### src/rtl/dbc_pkg.sv
package dbc_pkg;

    // Kind of offence found in one lane
    typedef enum logic [1:0] {
        OFF_NONE   = 2'd0,
        OFF_TARGET = 2'd1,
        OFF_CTRL   = 2'd2
    } offend_e;

endpackage

### src/rtl/dbc_lane_eval.sv
module dbc_lane_eval
    import dbc_pkg::*;
#(
    parameter int PC_W = 32
) (
    input  logic            valid,
    input  logic            is_ctrl,
    input  logic            is_direct,
    input  logic            is_uncond,
    input  logic            pred_taken,
    input  logic [PC_W-1:0] tgt,
    input  logic [PC_W-1:0] pred_tgt,
    output logic            resolvable,
    output offend_e         kind
);

    always_comb begin
        resolvable = valid & is_ctrl & is_direct & is_uncond;
        kind       = OFF_NONE;
        // control-class error takes precedence within a lane
        if (valid && pred_taken && !is_ctrl) begin
            kind = OFF_CTRL;
        end else if (resolvable && (tgt != pred_tgt)) begin
            kind = OFF_TARGET;
        end
    end

endmodule

### src/rtl/dbc_first_pick.sv
module dbc_first_pick #(
    parameter int LANES = 4
) (
    input  logic [LANES-1:0] hit,
    output logic [LANES-1:0] first_oh,
    output logic [LANES-1:0] keep,
    output logic             any
);

    // seen[i] is set when some lane below i offends
    logic [LANES:0] seen;

    assign seen[0] = 1'b0;

    for (genvar g = 0; g < LANES; g++) begin : g_chain
        assign seen[g+1]   = seen[g] | hit[g];
        assign keep[g]     = ~seen[g];
        assign first_oh[g] = hit[g] & ~seen[g];
    end

    assign any = seen[LANES];

endmodule

### src/rtl/dbc_squash_mask.sv
module dbc_squash_mask #(
    parameter int LANES = 4,
    parameter int SEQ_W = 16,
    parameter int TID_W = 2
) (
    input  logic [LANES-1:0]       valid,
    input  logic [LANES*SEQ_W-1:0] seq,
    input  logic [LANES*TID_W-1:0] tid,
    input  logic                   off_any,
    input  logic [SEQ_W-1:0]       off_seq,
    input  logic [TID_W-1:0]       off_tid,
    output logic [LANES-1:0]       mask
);

    for (genvar g = 0; g < LANES; g++) begin : g_lane
        logic [SEQ_W-1:0] diff;
        logic             younger;
        logic             same_thr;

        // modular difference: positive half of the ring means younger
        assign diff     = seq[g*SEQ_W +: SEQ_W] - off_seq;
        assign younger  = ~diff[SEQ_W-1] & (diff != '0);
        assign same_thr = (tid[g*TID_W +: TID_W] == off_tid);
        assign mask[g]  = off_any & valid[g] & same_thr & younger;
    end

endmodule

### src/rtl/dbc_branch_check.sv
module dbc_branch_check
    import dbc_pkg::*;
#(
    parameter int LANES      = 4,
    parameter int SEQ_W      = 16,
    parameter int PC_W       = 32,
    parameter int TID_W      = 2,
    parameter int CNT_W      = 32,
    parameter int INST_BYTES = 4
) (
    input  logic                   clk,
    input  logic                   rst_n,
    input  logic [LANES-1:0]       in_valid,
    input  logic [LANES*TID_W-1:0] in_tid,
    input  logic [LANES*SEQ_W-1:0] in_seq,
    input  logic [LANES*PC_W-1:0]  in_pc,
    input  logic [LANES-1:0]       in_is_ctrl,
    input  logic [LANES-1:0]       in_is_direct,
    input  logic [LANES-1:0]       in_is_uncond,
    input  logic [LANES*PC_W-1:0]  in_tgt,
    input  logic [LANES-1:0]       in_pred_taken,
    input  logic [LANES*PC_W-1:0]  in_pred_tgt,
    input  logic [LANES-1:0]       in_no_src,
    output logic [LANES-1:0]       out_valid,
    output logic [LANES*PC_W-1:0]  out_pred_tgt,
    output logic [LANES-1:0]       out_can_issue,
    output logic [LANES-1:0]       squash_mask,
    output logic                   redir_valid,
    output logic [TID_W-1:0]       redir_tid,
    output logic [SEQ_W-1:0]       redir_seq,
    output logic [PC_W-1:0]        redir_next_pc,
    output logic                   redir_taken,
    output logic                   redir_ctrl_err,
    output logic [CNT_W-1:0]       cnt_resolved,
    output logic [CNT_W-1:0]       cnt_mispred,
    output logic [CNT_W-1:0]       cnt_ctrl_err
);

    localparam int RES_W = $clog2(LANES + 1);

    typedef struct packed {
        logic             vld;
        logic [TID_W-1:0] tid;
        logic [SEQ_W-1:0] seq;
        logic [PC_W-1:0]  npc;
        logic             taken;
        logic             cerr;
        logic [CNT_W-1:0] n_res;
        logic [CNT_W-1:0] n_mis;
        logic [CNT_W-1:0] n_cerr;
    } state_t;

    state_t st_d, st_q;

    logic [LANES-1:0] resolvable;
    logic [LANES-1:0] hit;
    offend_e          kind [LANES];
    logic [LANES-1:0] first_oh;
    logic [LANES-1:0] keep;
    logic             off_any;

    // ---------------- per-lane evaluation ----------------
    for (genvar g = 0; g < LANES; g++) begin : g_eval
        dbc_lane_eval #(.PC_W(PC_W)) u_eval (
            .valid      (in_valid[g]),
            .is_ctrl    (in_is_ctrl[g]),
            .is_direct  (in_is_direct[g]),
            .is_uncond  (in_is_uncond[g]),
            .pred_taken (in_pred_taken[g]),
            .tgt        (in_tgt[g*PC_W +: PC_W]),
            .pred_tgt   (in_pred_tgt[g*PC_W +: PC_W]),
            .resolvable (resolvable[g]),
            .kind       (kind[g])
        );
        assign hit[g] = (kind[g] != OFF_NONE);
    end

    // ---------------- oldest offender ----------------
    dbc_first_pick #(.LANES(LANES)) u_pick (
        .hit      (hit),
        .first_oh (first_oh),
        .keep     (keep),
        .any      (off_any)
    );

    // ---------------- offender field select ----------------
    logic [SEQ_W-1:0] off_seq;
    logic [TID_W-1:0] off_tid;
    logic [PC_W-1:0]  off_pc;
    logic [PC_W-1:0]  off_tgt;
    offend_e          off_kind;
    logic [RES_W-1:0] res_cnt;

    always_comb begin
        off_seq  = '0;
        off_tid  = '0;
        off_pc   = '0;
        off_tgt  = '0;
        off_kind = OFF_NONE;
        res_cnt  = '0;
        for (int i = 0; i < LANES; i++) begin
            if (first_oh[i]) begin
                off_seq  = in_seq[i*SEQ_W +: SEQ_W];
                off_tid  = in_tid[i*TID_W +: TID_W];
                off_pc   = in_pc[i*PC_W +: PC_W];
                off_tgt  = in_tgt[i*PC_W +: PC_W];
                off_kind = kind[i];
            end
            res_cnt = res_cnt + RES_W'(keep[i] & resolvable[i]);
        end
    end

    // ---------------- younger-lane squash ----------------
    dbc_squash_mask #(.LANES(LANES), .SEQ_W(SEQ_W), .TID_W(TID_W)) u_mask (
        .valid   (in_valid),
        .seq     (in_seq),
        .tid     (in_tid),
        .off_any (off_any),
        .off_seq (off_seq),
        .off_tid (off_tid),
        .mask    (squash_mask)
    );

    // ---------------- downstream lanes ----------------
    assign out_valid     = in_valid & keep;
    assign out_can_issue = out_valid & in_no_src;

    for (genvar g = 0; g < LANES; g++) begin : g_out
        assign out_pred_tgt[g*PC_W +: PC_W] =
            (first_oh[g] && (kind[g] == OFF_TARGET)) ? in_tgt[g*PC_W +: PC_W]
                                                     : in_pred_tgt[g*PC_W +: PC_W];
    end

    // ---------------- next state ----------------
    always_comb begin
        st_d     = st_q;
        st_d.vld = off_any;
        if (off_any) begin
            st_d.tid   = off_tid;
            st_d.seq   = off_seq;
            st_d.npc   = (off_kind == OFF_CTRL) ? off_pc + PC_W'(INST_BYTES) : off_tgt;
            st_d.taken = (off_kind == OFF_TARGET);
            st_d.cerr  = (off_kind == OFF_CTRL);
        end
        st_d.n_res  = st_q.n_res + CNT_W'(res_cnt);
        st_d.n_mis  = st_q.n_mis + CNT_W'(off_kind == OFF_TARGET);
        st_d.n_cerr = st_q.n_cerr + CNT_W'(off_kind == OFF_CTRL);
    end

    always_ff @(posedge clk or negedge rst_n) begin
        if (!rst_n) begin
            st_q <= '0;
        end else begin
            st_q <= st_d;
        end
    end

    assign redir_valid    = st_q.vld;
    assign redir_tid      = st_q.tid;
    assign redir_seq      = st_q.seq;
    assign redir_next_pc  = st_q.npc;
    assign redir_taken    = st_q.taken;
    assign redir_ctrl_err = st_q.cerr;
    assign cnt_resolved   = st_q.n_res;
    assign cnt_mispred    = st_q.n_mis;
    assign cnt_ctrl_err   = st_q.n_cerr;

    // ---------------- assertions ----------------

    mask_needs_offender_chk: assert property (@(posedge clk) disable iff (!rst_n)
        (squash_mask != '0) |-> off_any);


    out_subset_chk: assert property (@(posedge clk) disable iff (!rst_n)
        (out_valid & ~in_valid) == '0);


    redir_follows_chk: assert property (@(posedge clk) disable iff (!rst_n)
        off_any |=> redir_valid);


    redir_quiet_chk: assert property (@(posedge clk) disable iff (!rst_n)
        !off_any |=> !redir_valid);


    mispred_step_chk: assert property (@(posedge clk) disable iff (!rst_n)
        (cnt_mispred != $past(cnt_mispred)) |-> (cnt_mispred == $past(cnt_mispred) + CNT_W'(1)));


    ctrl_err_untaken_chk: assert property (@(posedge clk) disable iff (!rst_n)
        (redir_valid && redir_ctrl_err) |-> !redir_taken);

endmodule

### config.mk
export PLATFORM = sky130hd
export DESIGN_NAME = dbc_branch_check
export DESIGN_NICKNAME = d
export VERILOG_FILES = /design/src/rtl/dbc_pkg.sv /design/src/rtl/dbc_lane_eval.sv /design/src/rtl/dbc_first_pick.sv /design/src/rtl/dbc_squash_mask.sv /design/src/rtl/dbc_branch_check.sv
export SDC_FILE = /design/constraint.sdc
export NUM_CORES = 1
export LEC_CHECK = 0
export ABC_AREA = 1
export BUFFER_PORTS_ARGS = -buffer_cell sky130_fd_sc_hd__buf_2
export CAP_MARGIN = 20
export CORE_AREA = 2 2 302 304
export CTS_CLUSTER_DIAMETER = 200
export DETAILED_ROUTE_END_ITERATION = 16
export DIE_AREA = 0 0 304 306
export PLACE_DENSITY_LB_ADDON = 0.05
export SYNTH_ARGS = -nofsm -noshare
export SYNTH_HDL_FRONTEND = slang
export SYNTH_SLANG_ARGS = --single-unit
export TNS_END_PERCENT = 30
### constraint.sdc
create_clock -name clk -period 9.54 [get_ports clk]
set_clock_uncertainty 0.15 [all_clocks]
set_input_delay 2.385 -clock clk [delete_from_list [all_inputs] [get_ports clk]]
set_output_delay 2.385 -clock clk [all_outputs]
set_load 0.1 [all_outputs]
==> run summary, run 1 <==
• complete, no violations — result of the run
• 0 — number of nets with antenna violations after detailed routing
• 109900 um — DRT Wirelength
• 163.3 nW/um2 — areal power density over the cells
• 30.77% — Relative slew margins
• 66 — maximum number of pins on one net before global-route repair
• 6.68 ns — WP data arrival
• 0.49 ns — clock latency on the worst-skew pair
• 0 ns — setup tns final
• 19800 — via total after detailed routing
• 6.407 um2 — Mean Syn Cell Area
• 7.01 ns — Critical Path RT
• 19690 — number of global-route vias before repair
• 12.52 nW — Static Leak
• 24.30 um — Avg WL per Cell
• 304 um — Die W
• 1.038 ns — transition time of the tightest slew-check pin
• 149 — Num Clock Sinks
• 1212 — detailed router's first-iteration violation count
• met5 — highest metal layer with signal wires
• 96510 um — post-DP HPWL
• 0 — number of failing setup endpoints in the final timing report
• 89600 um2 — Floorplan Core Area
• 9.218 ns — final critical-path required period
• 56 — number of distinct library cells after synthesis
• output pin — kind of end point of the critical path
• 4 — maximum level of the CTS H-tree
• 770 — Port Buf Inserts
• 100.0% — share of async-settable or async-resettable flops after synthesis
• 23610 um2 — post-route cell area
• 0.35 ns — Slowest Stage Delay on Critical Path
• -0.2418 ns — Setup Slack @ Placement
• 44 — number of antenna violations at the first check in global routing
• 3879 — number of nets in the finished design
• 0 — number of flops mapped to enable cells by yosys
• 110 — site row count
• 0 — hold violation total from the final report
• 22650 um2 — cell area reported after detailed placement
• 15700 um2 — post-synth design cell area
• sky130_fd_sc_hd__ha_1 — standard cell with the maximum stage delay on the critical path
• 96.62% — final period utilization
• 32.58% — fraction of final layout cells sized beyond drive strength 1
• 26.35% — post-layout util
• sky130_fd_sc_hd__dfrtp_1 — most frequently used flop master after synthesis
• 3009 — net count of the mapped netlist
• 5 — 1st-pass router iterations
• 0 — total overflow reported by the global router
• 771 — I/O pin cnt
• 50.37% — Layout area overhead
• reg2reg — worst min-delay path class
• 0.3229 ns — Final Hold Slack
• 306 um — vertical extent of the die
• 23.75% — proportion of synthesized chip area in sequential cells
• yes — unrepaired setup endpoints after global routing
• 4.376 — DR vias/cell
• 2450 — Gate Count Post-Synth
• 4538 um — routed length on met3
• 149 — FF+latch count, synth
• 93020 um2 — Die ar.
• 22.89% — Overall Global Routing Usage
• 0 — Max Cap Violations
• sky130_fd_sc_hd__nand2_1 — critical path's most frequent cell
• 2 — clk buf depth
• 55750 um — total length of routed met2 wires
• built — TritonCTS clock tree
• in2out — type of the worst setup path
• 0 — hold buffers post-CTS
• 108.5 MHz — FMAX
• 0 — Synth Warn #
• 0 — count of pins over their slew limit
• 8 — buffer and inverter count on the worst path
• input pin — CP Launch Type
• 0.3223 ns — setup ws final
• 47940 um — Routed met1 length
• 150900 um — first-pass GRT wire length
• 6 — maximum fanout along the worst path
• 0 — DRC viols
• 0.0001219 V — peak supply drop
• 0.9656 — routability cong.
• simple AND/OR/NAND/NOR gates — delay-heaviest family, CP
• 17.52% — starting utilization of the core area
• sky130_fd_sc_hd__clkbuf_16 — Clock Root Buffer
• 17 — total clock buffers created by CTS
• 0.08 ns — Clk pin slew, worst setup/hold paths
-- per-stage QoR --
step                power, mW  cells
CTS                     3.896   4504
global route            4.054   4520
floorplan               2.323   2450
global placement        3.104   4471
finish                  3.854   4524
detailed placement      3.107   4471
-- Yosys cell counts (all sizes together), types with 10 or more instances --
| master | n | area (um2) |
|---|---|---|
| nand2 | 854 | 3266 |
| inv | 274 | 1028 |
| nor2 | 180 | 744.5 |
| nand3 | 156 | 803.3 |
| dfrtp | 149 | 3729 |
| o21ai | 138 | 694.4 |
| xnor2 | 131 | 1147 |
| xor2 | 108 | 945.9 |
| a21oi | 89 | 456.7 |
| ha | 70 | 875.8 |
| nand4 | 51 | 334.1 |
| clkbuf | 46 | 172.7 |
| o22ai | 32 | 200.2 |
| buf | 30 | 183.9 |
| nor3 | 26 | 145.1 |
| nand3b | 16 | 136.4 |
| o211ai | 12 | 90.09 |
| or2 | 11 | 68.81 |
| a221oi | 10 | 87.58 |
-- layout make-up --
class,count,area (um2)
fill,10200,65990
inverter,276,1036
antenna,15,37.54
timing repair buffer,927,5859
sequential,149,3729
multi-input combinational,1949,10840
clock buffer,17,425.4
tap,1176,1471
clock inverter,15,202.7
-- power by group --
group	total, mW	switching (mW)	internal, mW
registers	0.792	0.0700	0.722
logic	2.31	1.75	0.564
clock network	0.752	0.371	0.381
-- state kept, by name, summed over array words and instances (netlist names) --
name	cells
cnt_ctrl_err	32
cnt_mispred	32
cnt_resolved	32
redir_next_pc	32
redir_seq	16
redir_tid	2
redir_ctrl_err	1
redir_taken	1
redir_valid	1
-- layer usage --
| layer | global-route usage (%) | vias to the layer above |
|---|---|---|
| met2 | 41.47 | 545 |
| met1 | 28.72 | 9480 |
| met4 | 4.026 | 10 |
| met3 | 3.608 | 112 |
| met5 | 0 | - |
| li1 | - | 9650 |
-- path summary, 6_finish.rpt --
check / startpoint / end / slack [ns] / cells after the start
max: in_pred_tgt[26] / squash_mask[3] / 0.32 / 32
min: cnt_mispred[31]$_DFF_PN0_ / cnt_mispred[31]$_DFF_PN0_ / 0.32 / 1
max reg2reg: cnt_resolved[0]$_DFF_PN0_ / cnt_resolved[31]$_DFF_PN0_ / 5.92 / 16
min reg2reg: cnt_mispred[31]$_DFF_PN0_ / cnt_mispred[31]$_DFF_PN0_ / 0.32 / 1
max in group asynchronous: rst_n / redir_next_pc[10]$_DFFE_PN0N_ / 6.28 / 2
min in group asynchronous: rst_n / cnt_mispred[18]$_DFF_PN0_ / 1.68 / 1
-- repair_timing --
| item | 4_1_cts | 5_1_grt |
|---|---|---|
| pin swaps | 2 | 13 |
| setup buffers | 1 | 5 |
| setup endpoints to repair | 4 | 4 |
| cloned | 0 | 0 |
| gates resized for setup | 15 | 55 |
-- placed cells by master, fill, tap and decap left out, types with 6 or more instances in the layout --
cell / netlist / layout
sky130_fd_sc_hd__nand2_1: 836 / 828
sky130_fd_sc_hd__buf_2: 15 / 714
sky130_fd_sc_hd__inv_1: 256 / 256
sky130_fd_sc_hd__buf_4: 4 / 156
sky130_fd_sc_hd__nand3_1: 153 / 152
sky130_fd_sc_hd__dfrtp_1: 149 / 149
sky130_fd_sc_hd__nor2_1: 164 / 146
sky130_fd_sc_hd__xnor2_1: 131 / 125
sky130_fd_sc_hd__o21ai_0: 136 / 124
sky130_fd_sc_hd__xor2_1: 108 / 108
sky130_fd_sc_hd__a21oi_1: 88 / 85
sky130_fd_sc_hd__ha_1: 70 / 70
sky130_fd_sc_hd__buf_12: 0 / 54
sky130_fd_sc_hd__nand4_1: 50 / 50
sky130_fd_sc_hd__o22ai_1: 32 / 32
sky130_fd_sc_hd__nor2_2: 12 / 24
sky130_fd_sc_hd__nand2_2: 15 / 22
sky130_fd_sc_hd__nor3_1: 23 / 19
sky130_fd_sc_hd__inv_2: 18 / 18
sky130_fd_sc_hd__clkbuf_16: 0 / 17
sky130_fd_sc_hd__diode_2: 0 / 15
sky130_fd_sc_hd__nand3b_1: 14 / 14
sky130_fd_sc_hd__o211ai_1: 12 / 12
sky130_fd_sc_hd__o21ai_1: 1 / 11
sky130_fd_sc_hd__nor2_4: 3 / 9
sky130_fd_sc_hd__a221oi_1: 10 / 9
sky130_fd_sc_hd__or2_2: 7 / 7
sky130_fd_sc_hd__nor3_2: 3 / 7
sky130_fd_sc_hd__o2111ai_1: 7 / 7
sky130_fd_sc_hd__fa_1: 7 / 6
-- logic make-up (layout without fill, tap and decap cells) --
kind of cell,Yosys count,in the layout,share of synthesized area [%]
buffers and inverters,352,1235,8.871
adder cells (fa/ha/maj),77,77,6.472
XOR/XNOR,239,239,13.33
other,0,15,0
flip-flops,149,149,23.75
AO/OA/AOI/OAI,323,323,11.84
AND/OR/NAND/NOR,1310,1310,35.73
Note: power is estimated with default switching activity, not from simulation.
==> run 2: changes to the inputs <==
==> constraint.sdc (replaced) <==
create_clock -name clk -period 9.54 [get_ports clk]
set_clock_uncertainty 0.15 [all_clocks]
set_input_delay 1.431 -clock clk [delete_from_list [all_inputs] [get_ports clk]]
set_output_delay 1.431 -clock clk [all_outputs]
set_load 0.1 [all_outputs]
==> run summary, run 2 (same netlist as run 1, synthesis figures left out) <==
• 105200 um — DRT Wirelength
• 304 um — Die W
• reg2reg — worst min-delay path class
• 28.54% — fraction of final layout cells sized beyond drive strength 1
• 17 — total clock buffers created by CTS
• 19170 — via total after detailed routing
• complete, no violations — result of the run
• 23.89 um — Avg WL per Cell
• 16 — depth of the worst register-to-register path
• sky130_fd_sc_hd__nand2_1 (836), sky130_fd_sc_hd__buf_2 (763), sky130_fd_sc_hd__inv_1 (256) — commonest cells after routing, fill and taps aside
• 4.352 — DR vias/cell
• 7.03 ns — WP data arrival
• 17.52% — starting utilization of the core area
• 770 — Port Buf Inserts
• 0 — number of setup buffers added after CTS
• cnt_resolved[0]$_DFF_PN0_ — worst r2r src
• 0 ns — setup tns final
• 19430 — number of global-route vias before repair
• 3756 — number of nets in the finished design
• 0 — number of cells upsized or downsized after cts
• 37.96% — Relative slew margins
• 8.611 ns — final critical-path required period
• 4 — maximum level of the CTS H-tree
• 145200 um — first-pass GRT wire length
• cnt_mispred[31]$_DFF_PN0_ — Hold EP
• 89600 um2 — Floorplan Core Area
• 0 — hold buffers post-CTS
• 306 um — vertical extent of the die
• 5.97 ns — register-to-register setup slack
• 0 — number of failing setup endpoints in the final timing report
• 0 — count of pins over their slew limit
• 38.28% — Layout area overhead
• 66 — maximum number of pins on one net before global-route repair
• 0 — Max Cap Violations
• in2out — type of the worst setup path
• 11.59 nW — Static Leak
• cnt_mispred[31]$_DFF_PN0_ — hold path startpoint
• 28 — maximum fanout along the worst path
• 91170 um — post-DP HPWL
• 0.9086 — routability cong.
• 0 — hold violation total from the final report
• cnt_resolved[31]$_DFF_PN0_ — worst reg2reg path endpoint
• sky130_fd_sc_hd__nand2_1 — leading cell type in the layout, fill and taps excluded
• output pin — kind of end point of the critical path
• built — TritonCTS clock tree
• no — unrepaired setup endpoints after global routing
• 116.1 MHz — FMAX
• 0.9249 ns — transition time of the tightest slew-check pin
• 771 — I/O pin cnt
• 7.96 ns — Critical Path RT
• 149 — Num Clock Sinks
• 6 — 1st-pass router iterations
• 0.49 ns — clock latency on the worst-skew pair
• 0.3153 ns — Final Hold Slack
• 21.96% — Overall Global Routing Usage
• 0.0001400 V — peak supply drop
• 0.07 ns — Clk pin slew, worst setup/hold paths
• 1196 — detailed router's first-iteration violation count
• sky130_fd_sc_hd__clkbuf_16 — Clock Root Buffer
• 110 — site row count
• 0 — number of nets with antenna violations after detailed routing
• 0 — DRC viols
• input pin — CP Launch Type
• 169.5 nW/um2 — areal power density over the cells
• 0 — total overflow reported by the global router
• 51 — number of antenna violations at the first check in global routing
• 1 — Min-Delay Path Depth
• 90.27% — final period utilization
• 93020 um2 — Die ar.
• 2 — clk buf depth
-- run 2: cell count changes in the layout (fill, tap and decap cells not counted), moves of 5 or more --
cell	delta
sky130_fd_sc_hd__buf_12	-48
sky130_fd_sc_hd__buf_2	+49
sky130_fd_sc_hd__buf_4	-122
sky130_fd_sc_hd__clkinv_8	-5
sky130_fd_sc_hd__nand2_1	+8
sky130_fd_sc_hd__nand2_2	-7
sky130_fd_sc_hd__nor2_1	+13
sky130_fd_sc_hd__nor2_2	-11
sky130_fd_sc_hd__o21ai_0	+12
sky130_fd_sc_hd__o21ai_1	-10
sky130_fd_sc_hd__xnor2_1	+6
sky130_fd_sc_hd__xnor2_2	-5
-- run 2: final cells by class --
class	count	area (um2)
multi-input combinational	1949	10610
inverter	276	1036
sequential	149	3729
antenna	19	47.55
tap	1176	1471
fill	10280	67890
clock inverter	15	182.7
timing repair buffer	804	4205
clock buffer	17	425.4
-- run 2: where the power goes --
part / internal (mW) / total, mW / switching (mW)
Clock: 0.397 / 0.749 / 0.352
Sequential: 0.723 / 0.789 / 0.0665
Combinational: 0.447 / 2.14 / 1.69
Total: 1.57 / 3.68 / 2.11
-- run 2: worst max path at each step --
stage | startpoint | end | slack, ns | cells after the start
3_5_place_dp | in_pred_tgt[63] | squash_mask[2] | 0.84 | 27
2_1_floorplan | in_tgt[19] | squash_mask[2] | 1.27 | 30
3_3_place_gp | in_pred_tgt[63] | squash_mask[3] | 0.88 | 26
5_1_grt | in_pred_tgt[63] | squash_mask[2] | 0.27 | 27
4_1_cts | in_pred_tgt[63] | squash_mask[2] | 0.80 | 27
6_report | in_pred_tgt[63] | squash_mask[2] | 0.93 | 27
-- run 2: worst max-delay path, cell delays in order --
cell,delay (ns)
sky130_fd_sc_hd__buf_2,0.11
sky130_fd_sc_hd__xnor2_1,0.28
sky130_fd_sc_hd__nand2_1,0.09
sky130_fd_sc_hd__nor2_1,0.09
sky130_fd_sc_hd__nand2_1,0.09
sky130_fd_sc_hd__nor2_1,0.24
sky130_fd_sc_hd__nand2_1,0.21
sky130_fd_sc_hd__nand2_1,0.18
sky130_fd_sc_hd__nand2_4,0.27
sky130_fd_sc_hd__nand2_2,0.37
sky130_fd_sc_hd__inv_2,0.25
sky130_fd_sc_hd__buf_4,0.27
sky130_fd_sc_hd__a22oi_1,0.15
sky130_fd_sc_hd__nand2_1,0.07
sky130_fd_sc_hd__a21oi_1,0.41
sky130_fd_sc_hd__ha_1,0.37
sky130_fd_sc_hd__a21oi_1,0.14
sky130_fd_sc_hd__o21ai_0,0.16
sky130_fd_sc_hd__a31oi_1,0.27
sky130_fd_sc_hd__o21ai_0,0.18
sky130_fd_sc_hd__a21boi_0,0.30
sky130_fd_sc_hd__o21bai_1,0.10
sky130_fd_sc_hd__a21oi_1,0.17
sky130_fd_sc_hd__xnor2_1,0.14
sky130_fd_sc_hd__nand2_1,0.07
sky130_fd_sc_hd__nor2_1,0.37
sky130_fd_sc_hd__buf_12,0.24
-- run 2: metal layers --
layer,track usage [%],vias to the layer above,wire length (um)
li1,-,9409,-
met1,26.50,9034,44530
met2,38.55,584,52460
met3,5.350,128,5887
met4,6.213,14,2284
met5,0,-,83
-- run 2: per-stage QoR --
stage	instances	instance area [um2]	setup slack (ns)	power (mW)	util (%)
after floorplan	2450	15700	1.271	2.322	-
after global placement	4354	21050	0.8803	2.958	23.49
after detailed placement	4354	21050	0.8435	2.957	23.49
after CTS	4386	21660	0.8022	3.736	24.17
after global routing	4402	21700	0.2714	3.879	24.22
final	4405	21710	0.9286	3.679	24.23
